--- config.mk ---
export PLATFORM = sky130hd
export DESIGN_NAME = wbuf_holdoff_gate
export DESIGN_NICKNAME = d
export VERILOG_FILES = /design/src/rtl/wbh_pkg.sv /design/src/rtl/wbh_cycle_tracker.sv /design/src/rtl/wbh_hold_ctrl.sv /design/src/rtl/wbh_grant_gate.sv /design/src/rtl/wbuf_holdoff_gate.sv
export SDC_FILE = /design/constraint.sdc
export NUM_CORES = 1
export LEC_CHECK = 0
export BUFFER_PORTS_ARGS = -buffer_cell sky130_fd_sc_hd__clkbuf_2
export CAP_MARGIN = 20
export CORE_AREA = 4 4 41 43
export CTS_CLUSTER_SIZE = 10
export DETAILED_ROUTE_END_ITERATION = 10
export DIE_AREA = 0 0 45 47
export GPL_ROUTABILITY_DRIVEN = 0
export MAX_ROUTING_LAYER = met4
export PLACE_DENSITY_LB_ADDON = 0.05
export SYNTH_ARGS = -nofsm -noshare
export SYNTH_HDL_FRONTEND = slang
export SYNTH_SLANG_ARGS = --single-unit
--- constraint.sdc ---
create_clock -name clk -period 3.5 [get_ports clk]
set_input_delay 0 -clock clk [delete_from_list [all_inputs] [get_ports clk]]
set_output_delay 0 -clock clk [all_outputs]
set_load 0.01 [all_outputs]
--- src/rtl/wbh_pkg.sv ---
package wbh_pkg;

  localparam int unsigned IDX_W = 8;

  typedef enum logic {
    XFER_SINGLE = 1'b0,
    XFER_BURST  = 1'b1
  } xfer_kind_e;

  // True when this ready closes the cycle: a single's only beat or a burst's last one.
  function automatic logic is_final_beat(input xfer_kind_e kind,
                                         input logic [IDX_W-1:0] idx,
                                         input int unsigned beats);
    return (kind == XFER_SINGLE) || (idx == IDX_W'(beats - 1));
  endfunction

  // Next hold state: a sample is taken on a closing ready or while already held;
  // the sampled (active-low) flag decides.
  function automatic logic next_hold(input logic held,
                                     input logic final_beat,
                                     input logic full_n);
    return (held | final_beat) & full_n;
  endfunction

  // Write arbitration between store buffer and memory path; returns {mw, sb}.
  function automatic logic [1:0] write_pick(input logic sb, input logic mw,
                                            input logic mw_older);
    return {mw & (~sb | mw_older), sb & (~mw | ~mw_older)};
  endfunction

  // Age tracking: a lone request marks its owner older; idle resets to store-buffer-first.
  function automatic logic next_mw_older(input logic sb, input logic mw,
                                         input logic cur);
    if (mw && !sb)       return 1'b1;
    else if (sb && !mw)  return 1'b0;
    else if (!sb && !mw) return 1'b0;
    else                 return cur;
  endfunction

endpackage

--- src/rtl/wbh_cycle_tracker.sv ---
module wbh_cycle_tracker
  import wbh_pkg::*;
#(
  parameter int unsigned BEATS = 4
) (
  input  logic clk,
  input  logic rst,
  input  logic start_i,
  input  logic burst_i,
  input  logic rdy_i,
  output logic final_beat_o
);

  localparam int unsigned CNT_W = (BEATS > 2) ? $clog2(BEATS) : 1;
  localparam logic [CNT_W-1:0] CNT_ONE = CNT_W'(1);

  logic             active_q;
  xfer_kind_e       kind_q;
  logic [CNT_W-1:0] beat_q;
  logic             closing;

  assign closing      = active_q & rdy_i & is_final_beat(kind_q, IDX_W'(beat_q), BEATS);
  assign final_beat_o = closing;

  always_ff @(posedge clk) begin
    if (rst) begin
      active_q <= 1'b0;
      kind_q   <= XFER_SINGLE;
      beat_q   <= '0;
    end else if (start_i) begin
      active_q <= 1'b1;
      kind_q   <= burst_i ? XFER_BURST : XFER_SINGLE;
      beat_q   <= '0;
    end else if (active_q && rdy_i) begin
      if (closing) begin
        active_q <= 1'b0;
        beat_q   <= '0;
      end else begin
        beat_q   <= beat_q + CNT_ONE;
      end
    end
  end

endmodule

--- src/rtl/wbh_hold_ctrl.sv ---
module wbh_hold_ctrl
  import wbh_pkg::*;
(
  input  logic clk,
  input  logic rst,
  input  logic final_beat_i,
  input  logic full_n_i,
  output logic hold_o
);

  logic held_q;

  // A failing sample holds in its own cycle; a held state persists until the flag is seen low.
  assign hold_o = held_q | (final_beat_i & full_n_i);

  always_ff @(posedge clk) begin
    if (rst) held_q <= 1'b0;
    else     held_q <= next_hold(held_q, final_beat_i, full_n_i);
  end

endmodule

--- src/rtl/wbh_grant_gate.sv ---
module wbh_grant_gate
  import wbh_pkg::*;
#(
  parameter int unsigned           IRQ_CLASSES    = 6,
  parameter logic [IRQ_CLASSES-1:0] IRQ_WRITES_MEM = 6'b111000
) (
  input  logic                   clk,
  input  logic                   rst,
  input  logic                   hold_i,
  input  logic                   sb_req_i,
  input  logic                   mw_req_i,
  input  logic                   ser_req_i,
  input  logic [IRQ_CLASSES-1:0] irq_req_i,
  output logic                   sb_gnt_o,
  output logic                   mw_gnt_o,
  output logic                   ser_gnt_o,
  output logic [IRQ_CLASSES-1:0] irq_gnt_o
);

  logic       mw_older_q;
  logic [1:0] pick;

  assign pick      = write_pick(sb_req_i, mw_req_i, mw_older_q);
  assign sb_gnt_o  = pick[0] & ~hold_i;
  assign mw_gnt_o  = pick[1] & ~hold_i;
  assign ser_gnt_o = ser_req_i & ~hold_i;

  for (genvar c = 0; c < IRQ_CLASSES; c++) begin : g_irq
    if (IRQ_WRITES_MEM[c]) begin : g_gated
      assign irq_gnt_o[c] = irq_req_i[c] & ~hold_i;
    end else begin : g_free
      assign irq_gnt_o[c] = irq_req_i[c];
    end
  end

  always_ff @(posedge clk) begin
    if (rst) mw_older_q <= 1'b0;
    else     mw_older_q <= next_mw_older(sb_req_i, mw_req_i, mw_older_q);
  end

endmodule

--- src/rtl/wbuf_holdoff_gate.sv ---
module wbuf_holdoff_gate
  import wbh_pkg::*;
#(
  parameter int unsigned            BEATS          = 4,
  parameter int unsigned            IRQ_CLASSES    = 6,
  parameter logic [IRQ_CLASSES-1:0] IRQ_WRITES_MEM = 6'b111000
) (
  input  logic                   clk,
  input  logic                   rst,
  input  logic                   cyc_start_i,
  input  logic                   cyc_burst_i,
  input  logic                   rdy_i,
  input  logic                   bufempty_n_i,
  input  logic                   sb_req_i,
  input  logic                   mw_req_i,
  input  logic                   ser_req_i,
  input  logic [IRQ_CLASSES-1:0] irq_req_i,
  output logic                   sb_gnt_o,
  output logic                   mw_gnt_o,
  output logic                   ser_gnt_o,
  output logic [IRQ_CLASSES-1:0] irq_gnt_o,
  output logic                   holding_o
);

  logic final_beat;
  logic hold;

  wbh_cycle_tracker #(.BEATS(BEATS)) u_track (
    .clk          (clk),
    .rst          (rst),
    .start_i      (cyc_start_i),
    .burst_i      (cyc_burst_i),
    .rdy_i        (rdy_i),
    .final_beat_o (final_beat)
  );

  wbh_hold_ctrl u_hold (
    .clk          (clk),
    .rst          (rst),
    .final_beat_i (final_beat),
    .full_n_i     (bufempty_n_i),
    .hold_o       (hold)
  );

  wbh_grant_gate #(
    .IRQ_CLASSES    (IRQ_CLASSES),
    .IRQ_WRITES_MEM (IRQ_WRITES_MEM)
  ) u_gate (
    .clk       (clk),
    .rst       (rst),
    .hold_i    (hold),
    .sb_req_i  (sb_req_i),
    .mw_req_i  (mw_req_i),
    .ser_req_i (ser_req_i),
    .irq_req_i (irq_req_i),
    .sb_gnt_o  (sb_gnt_o),
    .mw_gnt_o  (mw_gnt_o),
    .ser_gnt_o (ser_gnt_o),
    .irq_gnt_o (irq_gnt_o)
  );

  assign holding_o = hold;

endmodule

==> impl_metrics.tcl, run 1 <==
set metrics [dict create \
    num_antenna_cells 0 \
    drt_iter0_markers 5 \
    period_needed_ps 1590 \
    crit_path_end_kind "primary output" \
    use_met3_pct 8.05 \
    cts-htree-levels 1 \
    grt_start_max_net_pins 6 \
    synth-seq-cells 6 \
    synth.area.top_cells "dfxtp_1 36%, and2_2 9.0%, buf_4 6.7%" \
    final_max_slew_viol_count 0 \
    antenna_found_initial 0 \
    power_leakage_nw 0.217 \
    ys_types 21 \
    clk_latency_ps 240 \
    synth_top_area_cell "dfxtp_1" \
    dp_hpwl_um 689 \
    yosys_warnings 0 \
    vias_per_cell 4.42 \
    fin_skew_ps 6.36 \
    ys.flop_type "dfxtp_1" \
    hp-class "in -> out" \
    placed_cells 67 \
    synth_area_um2 335 \
    syn_inst 37 \
    tritoncts "yes" \
    status "finished, final reports clean" \
    critPathMaxFanout 5 \
    nNetsFinal 74 \
    postRouteAntennaNets 0 \
    ys_async_sr_fraction_pct 0 \
    fp.dieArea_um2 2120 \
    cts-root-buf "clkbuf_4" \
    powerDensity_nw_per_um2 367 \
    worstMarginPinSlew_ps 273 \
    drive_above_1_share_pct 53.6 \
    wl_per_cell_um 11.4 \
    cts_sinks 6 \
    synth_enable_flop_cells 0 \
    fin_setup_tns_ps 0 \
    path_class "reg -> out" \
    start_kind "flip-flop" \
    rsz0062_at_grt "no" \
    worstPathRequired_ps 3500 \
    max_freq_mhz 630 \
    grt_usage_pct 9.55 \
    row_count 13 \
    synth_nets 53 \
    avgSynthCellArea_um2 9.06 \
    grt_pass1_vias 334 \
    drtPass1Iterations 4 \
    io_buffer_count 18 \
    setup_viol 0 \
    die_h_um 47 \
    grtUsageMet1_pct 9.57 \
    cts_setup_buffers 0 \
    ys_top_cells_by_count "6 x dfxtp_1, 5 x nor2_1, 4 x and2_2" \
    start_util_pct 25.8 \
    die_x_um 45 \
    grt-busiest-layer "met2" \
    period_share_pct 45.4 \
    area_delta_synth_final_pct 35.4 \
    cap_violations 0 \
    drc 0 \
    placement.cell_area_um2 422 \
    io_pins 25 \
    ir_drop_mv 0.200 \
    drt_wl_total_um 807 \
    yosysTopAreaCellShare_pct 35.8 \
    grt_util_met2_pct 13.6 \
    yosysMostFrequentCell "dfxtp_1" \
    overflow 0 \
    clk_pin_slew_ps 40 \
    layoutNonFillerInstCount 71 \
    fin_area_um2 454 \
    finalHoldViolCount 0 \
    post-route-util_pct 34.9 \
    cts-buffers-inserted 3 \
    synth-seq-area-share_pct 35.8 \
    slew_headroom_pct 81.8 \
    dr_total_vias 314 \
    arrival_ps 1590 \
    coreArea_um2 1300 \
    grt_pass1_wl_um 1310 \
    clockBufferDepth 2 \
    ctsResizeCount 0 \
]
## state kept, by name, indices dropped and copies added (netlist names)
name / cells
u_track.active_q: 1
u_track.kind_q: 1
u_track.beat_q: 2
u_gate.mw_older_q: 1
u_hold.held_q: 1
## critical path: stages, from the launching register on
cell and delay [ps]:
dfxtp_1 320, ha_1 190, nand2b_4 160, a41oi_2 300, inv_2 80, a211oi_2 140, clkbuf_2 160
## cell families after synthesis
group	Yosys count	share of synthesized area, %
AND/OR/NAND/NOR	16	28.4
AO/OA/AOI/OAI	7	19.0
adder cells (fa/ha/maj)	1	3.73
multiplexers	1	2.99
flip-flops	6	35.8
buffers and inverters	6	10.1
## worst paths after layout
check	start	endpoint	slack [ps]	cells after the start
max	u_track.beat_q[0]	sb_gnt_o	1910	6
min	irq_req_i[1]	irq_gnt_o[1]	0.004	0
max reg2reg	u_track.beat_q[0]	u_track.beat_q[0]	2300	4
min reg2reg	u_track.beat_q[1]	u_track.beat_q[1]	480	2
## through the flow
stage | hold WS, ps | power, mW | worst slack, ps
after detailed placement | 0.119 | 0.106 | 2140
after floorplan | 65.2 | 0.0934 | 2310
after global routing | 0.0169 | 0.180 | 1760
after CTS | 0.119 | 0.171 | 1880
after global placement | 0.119 | 0.105 | 2210
final | 0.00443 | 0.167 | 1910
## cell type report
class	instances	area, um2
Clock buffer	3	22.5
Timing Repair Buffer	19	100
Sequential cell	6	120
Tap cell	15	18.8
Multi-Input combinational cell	25	181
Fill cell	155	847
Inverter	3	11.3
## metal layers
metal  vias up  share of wire [%]
met3         0                 14
li1        162                  -
met2        16                 48
met5         -                  0
met4         0                  0
met1       136                 38
## report_power, final
group / switching, mW / leakage, nW / internal [mW]
registers: 0.00249 / 0.0490 / 0.0711
clock network: 0.0235 / 0.0138 / 0.0387
logic: 0.0153 / 0.155 / 0.0157
## cells in the final DEF (no fill, tap or decap), types with 2 or more instances in the layout
cell      instances
and2_2            4
dfxtp_1           6
inv_1             2
clkbuf_4          3
nand2_1           2
nor2_1            5
clkbuf_2         18
## repair_timing
action | 4_1_cts | 5_1_grt
hold buffers | 1 | 0
hold endpoints to repair | 3 | 0
endpoints found under the setup margin | 0 | 0
No activity file was read; power rests on OpenSTA's default activity.
==> run 2, diff against run 1 <==
Settings changed: ABC_AREA set to 1.
Clock period 3.5 ns to 1.6 ns, I/O delays scaled along.
==> impl_metrics.tcl, run 2 <==
set metrics [dict create \
    total_power_uw 370 \
    critical_path.top_delay_family "simple AND/OR/NAND/NOR gates" \
    power_leakage_nw 0.262 \
    start_kind "flip-flop" \
    cap_violations 0 \
    ys_async_sr_fraction_pct 0 \
    synth.area.top_cells "dfxtp_1 35%, inv_1 12%, nor2_1 10%" \
    seqPwrFrac_pct 42.8 \
    setup_viol 0 \
    reg2reg_to "u_track.active_q" \
    grt_pass1_vias 316 \
    io_pins 25 \
    crit_buf_inv 2 \
    antenna_found_initial 0 \
    clock_power_share_pct 37.4 \
    final_cell_mix "18 x clkbuf_2, 11 x inv_1, 9 x nor2_1" \
    vias_per_cell 3.95 \
    ys_types 15 \
    postRouteAntennaNets 0 \
    clk_pin_slew_ps 40 \
    fin_skew_ps 1.01 \
    start_util_pct 26.1 \
    num_antenna_cells 0 \
    ys_top_cells_by_count "11 x inv_1, 9 x nor2_1, 7 x nand2_1" \
    critical_path_depth 7 \
    period_share_pct 78.4 \
    nNetsFinal 89 \
    drt_wl_total_um 769 \
    coreArea_um2 1300 \
    tritoncts "yes" \
    critPathMaxFanout 7 \
    powerDensity_nw_per_um2 775 \
    critPathMaxStageDelay_ps 300 \
    arrival_ps 1260 \
    fin_area_um2 478 \
    r2r_cells 6 \
    critPathLaunch "u_track.beat_q[0]" \
    worstPathRequired_ps 1600 \
    cts-htree-levels 1 \
    worstPathCellList "ha_1 -> inv_1 -> nand2_1 -> nand3_2 -> nand2_4 -> nor2_1 -> clkbuf_2" \
    synth_nets 66 \
    synth_top_area_cell "dfxtp_1" \
    rr_startpoint "u_track.beat_q[0]" \
    combPwrFrac_pct 19.8 \
    post-route-util_pct 36.7 \
    drtPass1Iterations 4 \
    hp-class "in -> out" \
    regMostFlops "u_track.beat_q" \
    cp_slowest_cell "dfxtp_1" \
    final_max_slew_viol_count 0 \
    placement.cell_area_um2 425 \
    synth-seq-area-share_pct 35.4 \
    status "finished, final reports clean" \
    cts_sinks 6 \
    grt_start_max_net_pins 8 \
    largest_register_ffs 2 \
    slew_headroom_pct 89.8 \
    path_class "reg -> out" \
    drc 0 \
    overflow 0 \
    rsz0062_at_grt "no" \
    final_common_cell "clkbuf_2" \
    dr_total_vias 340 \
    drt_iter0_markers 5 \
    wl_per_cell_um 8.94 \
    p_sw_share_pct 25.7 \
    cts-buffers-inserted 3 \
    cts_setup_buffers 0 \
    cts-root-buf "clkbuf_4" \
    area_delta_synth_final_pct 41.0 \
    row_count 13 \
    drive_above_1_share_pct 36.6 \
    dp_hpwl_um 614 \
    die_x_um 45 \
    reg2reg_slack_ps 670 \
    clk_latency_ps 240 \
    synth_enable_flop_cells 0 \
    die_h_um 47 \
    synth-seq-cells 6 \
    ys.flop_type "dfxtp_1" \
    io_buffer_count 18 \
    yosysMostFrequentCell "inv_1" \
    internal_power_uw 275 \
    clockBufferDepth 2 \
    yosysTopAreaCellShare_pct 35.4 \
    synth_area_um2 339 \
    grt_usage_pct 9.16 \
    avgSynthCellArea_um2 6.78 \
    period_needed_ps 1260 \
    syn_inst 50 \
    finalHoldViolCount 0 \
    yosys_warnings 0 \
    fp.dieArea_um2 2120 \
    crit_end "ser_gnt_o" \
    grt_pass1_wl_um 1300 \
    crit_path_end_kind "primary output" \
    worstMarginPinSlew_ps 151 \
    max_freq_mhz 797 \
    fin_setup_tns_ps 0 \
    ir_drop_mv 0.322 \
    power_switching_uw 95.1 \
]
[run 2: cell families after synthesis]
| logic type | count (synthesis) | share of synthesized area [%] |
|---|---|---|
| AOI/OAI and AO/OA | 8 | 13.7 |
| adders and majority gates | 1 | 3.69 |
| buffers and inverters | 15 | 19.9 |
| DFF | 6 | 35.4 |
| and+or+nand+nor | 20 | 27.3 |
[run 2: repair_timing]
item	in CTS	in global routing
gates resized for setup	0	0
hold endpoints to repair	3	0
hold buffers	3	0
[run 2: worst min path at each step]
stage / depth (start not counted) / start / end
floorplan: 1 / rst / u_track.active_q
global placement: 0 / irq_req_i[2] / irq_gnt_o[2]
detailed placement: 0 / irq_req_i[2] / irq_gnt_o[2]
CTS: 0 / irq_req_i[2] / irq_gnt_o[2]
global route: 0 / irq_req_i[2] / irq_gnt_o[2]
finish: 0 / irq_req_i[2] / irq_gnt_o[2]
[run 2: cell type report]
class | count | area [um2]
fill | 155 | 823
multi-input combinational | 29 | 151
sequential | 6 | 120
timing repair buffer | 21 | 120
inverter | 12 | 45.0
clock buffer | 3 | 22.5
tap | 15 | 18.8
[run 2: worst register-to-register path, cell delays in order (launching register included)]
cell	delay (ps)
dfxtp_1	300
ha_1	200
inv_1	50
nand2_1	70
nand2_1	90
nand2_1	50
a21oi_1	110
[run 2: routing by layer]
| metal | up-vias | track usage [%] | wire length, um | part of all wire [%] |
|---|---|---|---|---|
| met3 | 6 | 2.30 | 57 | 7.4 |
| met5 | - | - | 0 | 0 |
| met2 | 8 | 11.9 | 317 | 41 |
| li1 | 191 | - | - | - |
| met1 | 135 | 11.0 | 360 | 47 |
| met4 | 0 | 9.36 | 34 | 4.4 |
[run 2: per-stage QoR]
| stage | hold slack (ps) | worst slack, ps | std cells |
|---|---|---|---|
| floorplan | 69.1 | 672 | 50 |
| global placement | 0.119 | 589 | 80 |
| detailed placement | 0.119 | 593 | 80 |
| CTS | 0.119 | 327 | 86 |
| global route | 0.0169 | 225 | 86 |
| finish | 0.00448 | 345 | 86 |
[run 2: power by group through the flow]
stage / combinational [mW] / sequential [mW] / clock (mW)
finish: 0.0734 / 0.158 / 0.139
global placement: 0.0688 / 0.162 / 0
global route: 0.0837 / 0.159 / 0.147
CTS: 0.0745 / 0.158 / 0.146
detailed placement: 0.0682 / 0.161 / 0
floorplan: 0.0442 / 0.161 / 0
==> run 3, diff against run 2 <==
Settings changed: ABC_AREA 1 to 0.
Clock period 1.6 ns to 1.2 ns, I/O delays scaled along.
==> impl_metrics.tcl, run 3 (synthesis gave the netlist of run 1 again) <==
set metrics [dict create \
    drt_iter0_markers 2 \
    overflow 0 \
    critical_path.top_delay_family "compound AO/OA/AOI/OAI gates" \
    placement.cell_area_um2 429 \
    critPathMaxStageDelay_ps 330 \
    arrival_ps 1450 \
    violations "negative setup slack" \
    rsz0062_at_grt "yes" \
    antenna_found_initial 0 \
    largest_register_ffs 2 \
    drtPass1Iterations 3 \
    final_max_slew_viol_count 0 \
    cap_violations 0 \
    fp.dieArea_um2 2120 \
    grt_pass1_wl_um 1500 \
    cts-buffers-inserted 3 \
    worstPathRequired_ps 1200 \
    drc 0 \
    critPathMaxFanout 3 \
    dr_total_vias 352 \
    power_switching_uw 148 \
    clk_pin_slew_ps 50 \
    worst_slack_ps -251 \
    postRouteAntennaNets 0 \
    coreArea_um2 1300 \
    powerDensity_nw_per_um2 930 \
    slew_headroom_pct 80.8 \
    crit_path_end_kind "primary output" \
    clock_power_share_pct 35.6 \
    max_freq_mhz 689 \
    wl_per_cell_um 12.4 \
    status "finished, violations left" \
    path_class "reg -> out" \
    drive_above_1_share_pct 66.1 \
    io_buffer_count 18 \
    worstPathCellList "ha_4 -> nand2b_4 -> a41oi_4 -> inv_2 -> a211oi_2 -> buf_2" \
    clk_latency_ps 250 \
    period_share_pct 121 \
    finalHoldViolCount 0 \
    cts-root-buf "clkbuf_4" \
    regMostFlops "u_track.beat_q" \
    dp_hpwl_um 641 \
    io_pins 25 \
    seqPwrFrac_pct 39.7 \
    worstMarginPinSlew_ps 288 \
    period_needed_ps 1450 \
    drt_wl_total_um 956 \
    crit_buf_inv 2 \
    die_x_um 45 \
    die_h_um 47 \
    combPwrFrac_pct 24.7 \
    placed_cells 68 \
    hold_ws_ps 0.00443 \
    grt_pass1_vias 361 \
    ir_drop_mv 0.350 \
    row_count 13 \
    internal_power_uw 399 \
    tritoncts "yes" \
    start_util_pct 25.8 \
    start_kind "flip-flop" \
    cts_sinks 6 \
    area_delta_synth_final_pct 75.4 \
    cp_slowest_cell "dfxtp_2" \
    grt_start_max_net_pins 6 \
    num_antenna_cells 0 \
    final_common_cell "clkbuf_2" \
    fin_area_um2 588 \
    nNetsFinal 80 \
    layoutNonFillerInstCount 77 \
    p_sw_share_pct 27.1 \
    grt_usage_pct 10.8 \
    final_cell_mix "11 x clkbuf_2, 5 x nor2_1, 5 x buf_6" \
    power_leakage_nw 0.266 \
    cts-htree-levels 1 \
    fin_skew_ps 5.94 \
    clockBufferDepth 2 \
    hp-class "in -> out" \
    setup_viol 9 \
    vias_per_cell 4.57 \
]
[run 3: cell count changes in the layout (fill, tap and decap cells not counted), moves of 3 or more]
| cell | change |
|---|---|
| inv_1 | -9 |
| and2_4 | +4 |
| buf_4 | +4 |
| nor2_1 | -4 |
| a21oi_1 | -4 |
| clkbuf_2 | -7 |
| buf_2 | +3 |
| buf_6 | +5 |
| nand2_1 | -5 |
[run 3: layout make-up]
class	instances	area, um2
Sequential cell	6	123
Multi-Input combinational cell	25	236
Fill cell	127	713
Tap cell	15	18.8
Clock buffer	3	22.5
Timing Repair Buffer	25	176
Inverter	3	11.3
[run 3: power by group through the flow]
stage	registers (mW)	clock network, mW	logic, mW
detailed placement	0.218	0	0.0914
global route	0.218	0.210	0.147
global placement	0.218	0	0.0902
CTS	0.216	0.196	0.107
finish	0.217	0.194	0.135
floorplan	0.217	0	0.0557
[run 3: worst paths after layout]
path	to	cells past startpoint	slack, ps	startpoint
max	sb_gnt_o	6	-250	u_track.beat_q[0]
min	irq_gnt_o[1]	0	0.004	irq_req_i[1]
max reg2reg	u_track.beat_q[0]	5	-130	u_track.beat_q[0]
min reg2reg	u_track.kind_q	2	560	u_track.kind_q
[run 3: through the flow]
stage / total power [mW] / utilization (%) / TNS [ps] / setup slack [ps]
floorplan: 0.272 / - / 0 / 11.4
global placement: 0.308 / 33.0 / -72.1 / -64.2
detailed placement: 0.310 / 33.0 / -278 / -106
CTS: 0.518 / 39.1 / -1620 / -270
global route: 0.575 / 45.2 / -1940 / -335
finish: 0.547 / 45.2 / -1390 / -251
[run 3: worst register-to-register path, stage by stage, from the launching register on]
cell	delay, ps
dfxtp_2	330
ha_4	150
nand2b_4	140
buf_4	140
or3_1	360
a21boi_1	130
[run 3: layer usage]
layer	up-vias	GRT usage, %	wire, um
met4	0	7.02	0
met3	0	5.36	112
met1	158	9.82	383
li1	176	-	-
met2	18	17.8	460
met5	-	-	0
[run 3: what timing repair did]
| action | CTS | global route |
|---|---|---|
| setup endpoints to repair | 7 | 10 |
| hold buffers | 2 | 0 |
| cloned | 0 | 0 |
| endpoints found under the hold margin | 4 | 0 |
| gates resized for setup | 3 | 21 |
| pin swaps | 5 | 7 |
| setup buffers | 3 | 2 |
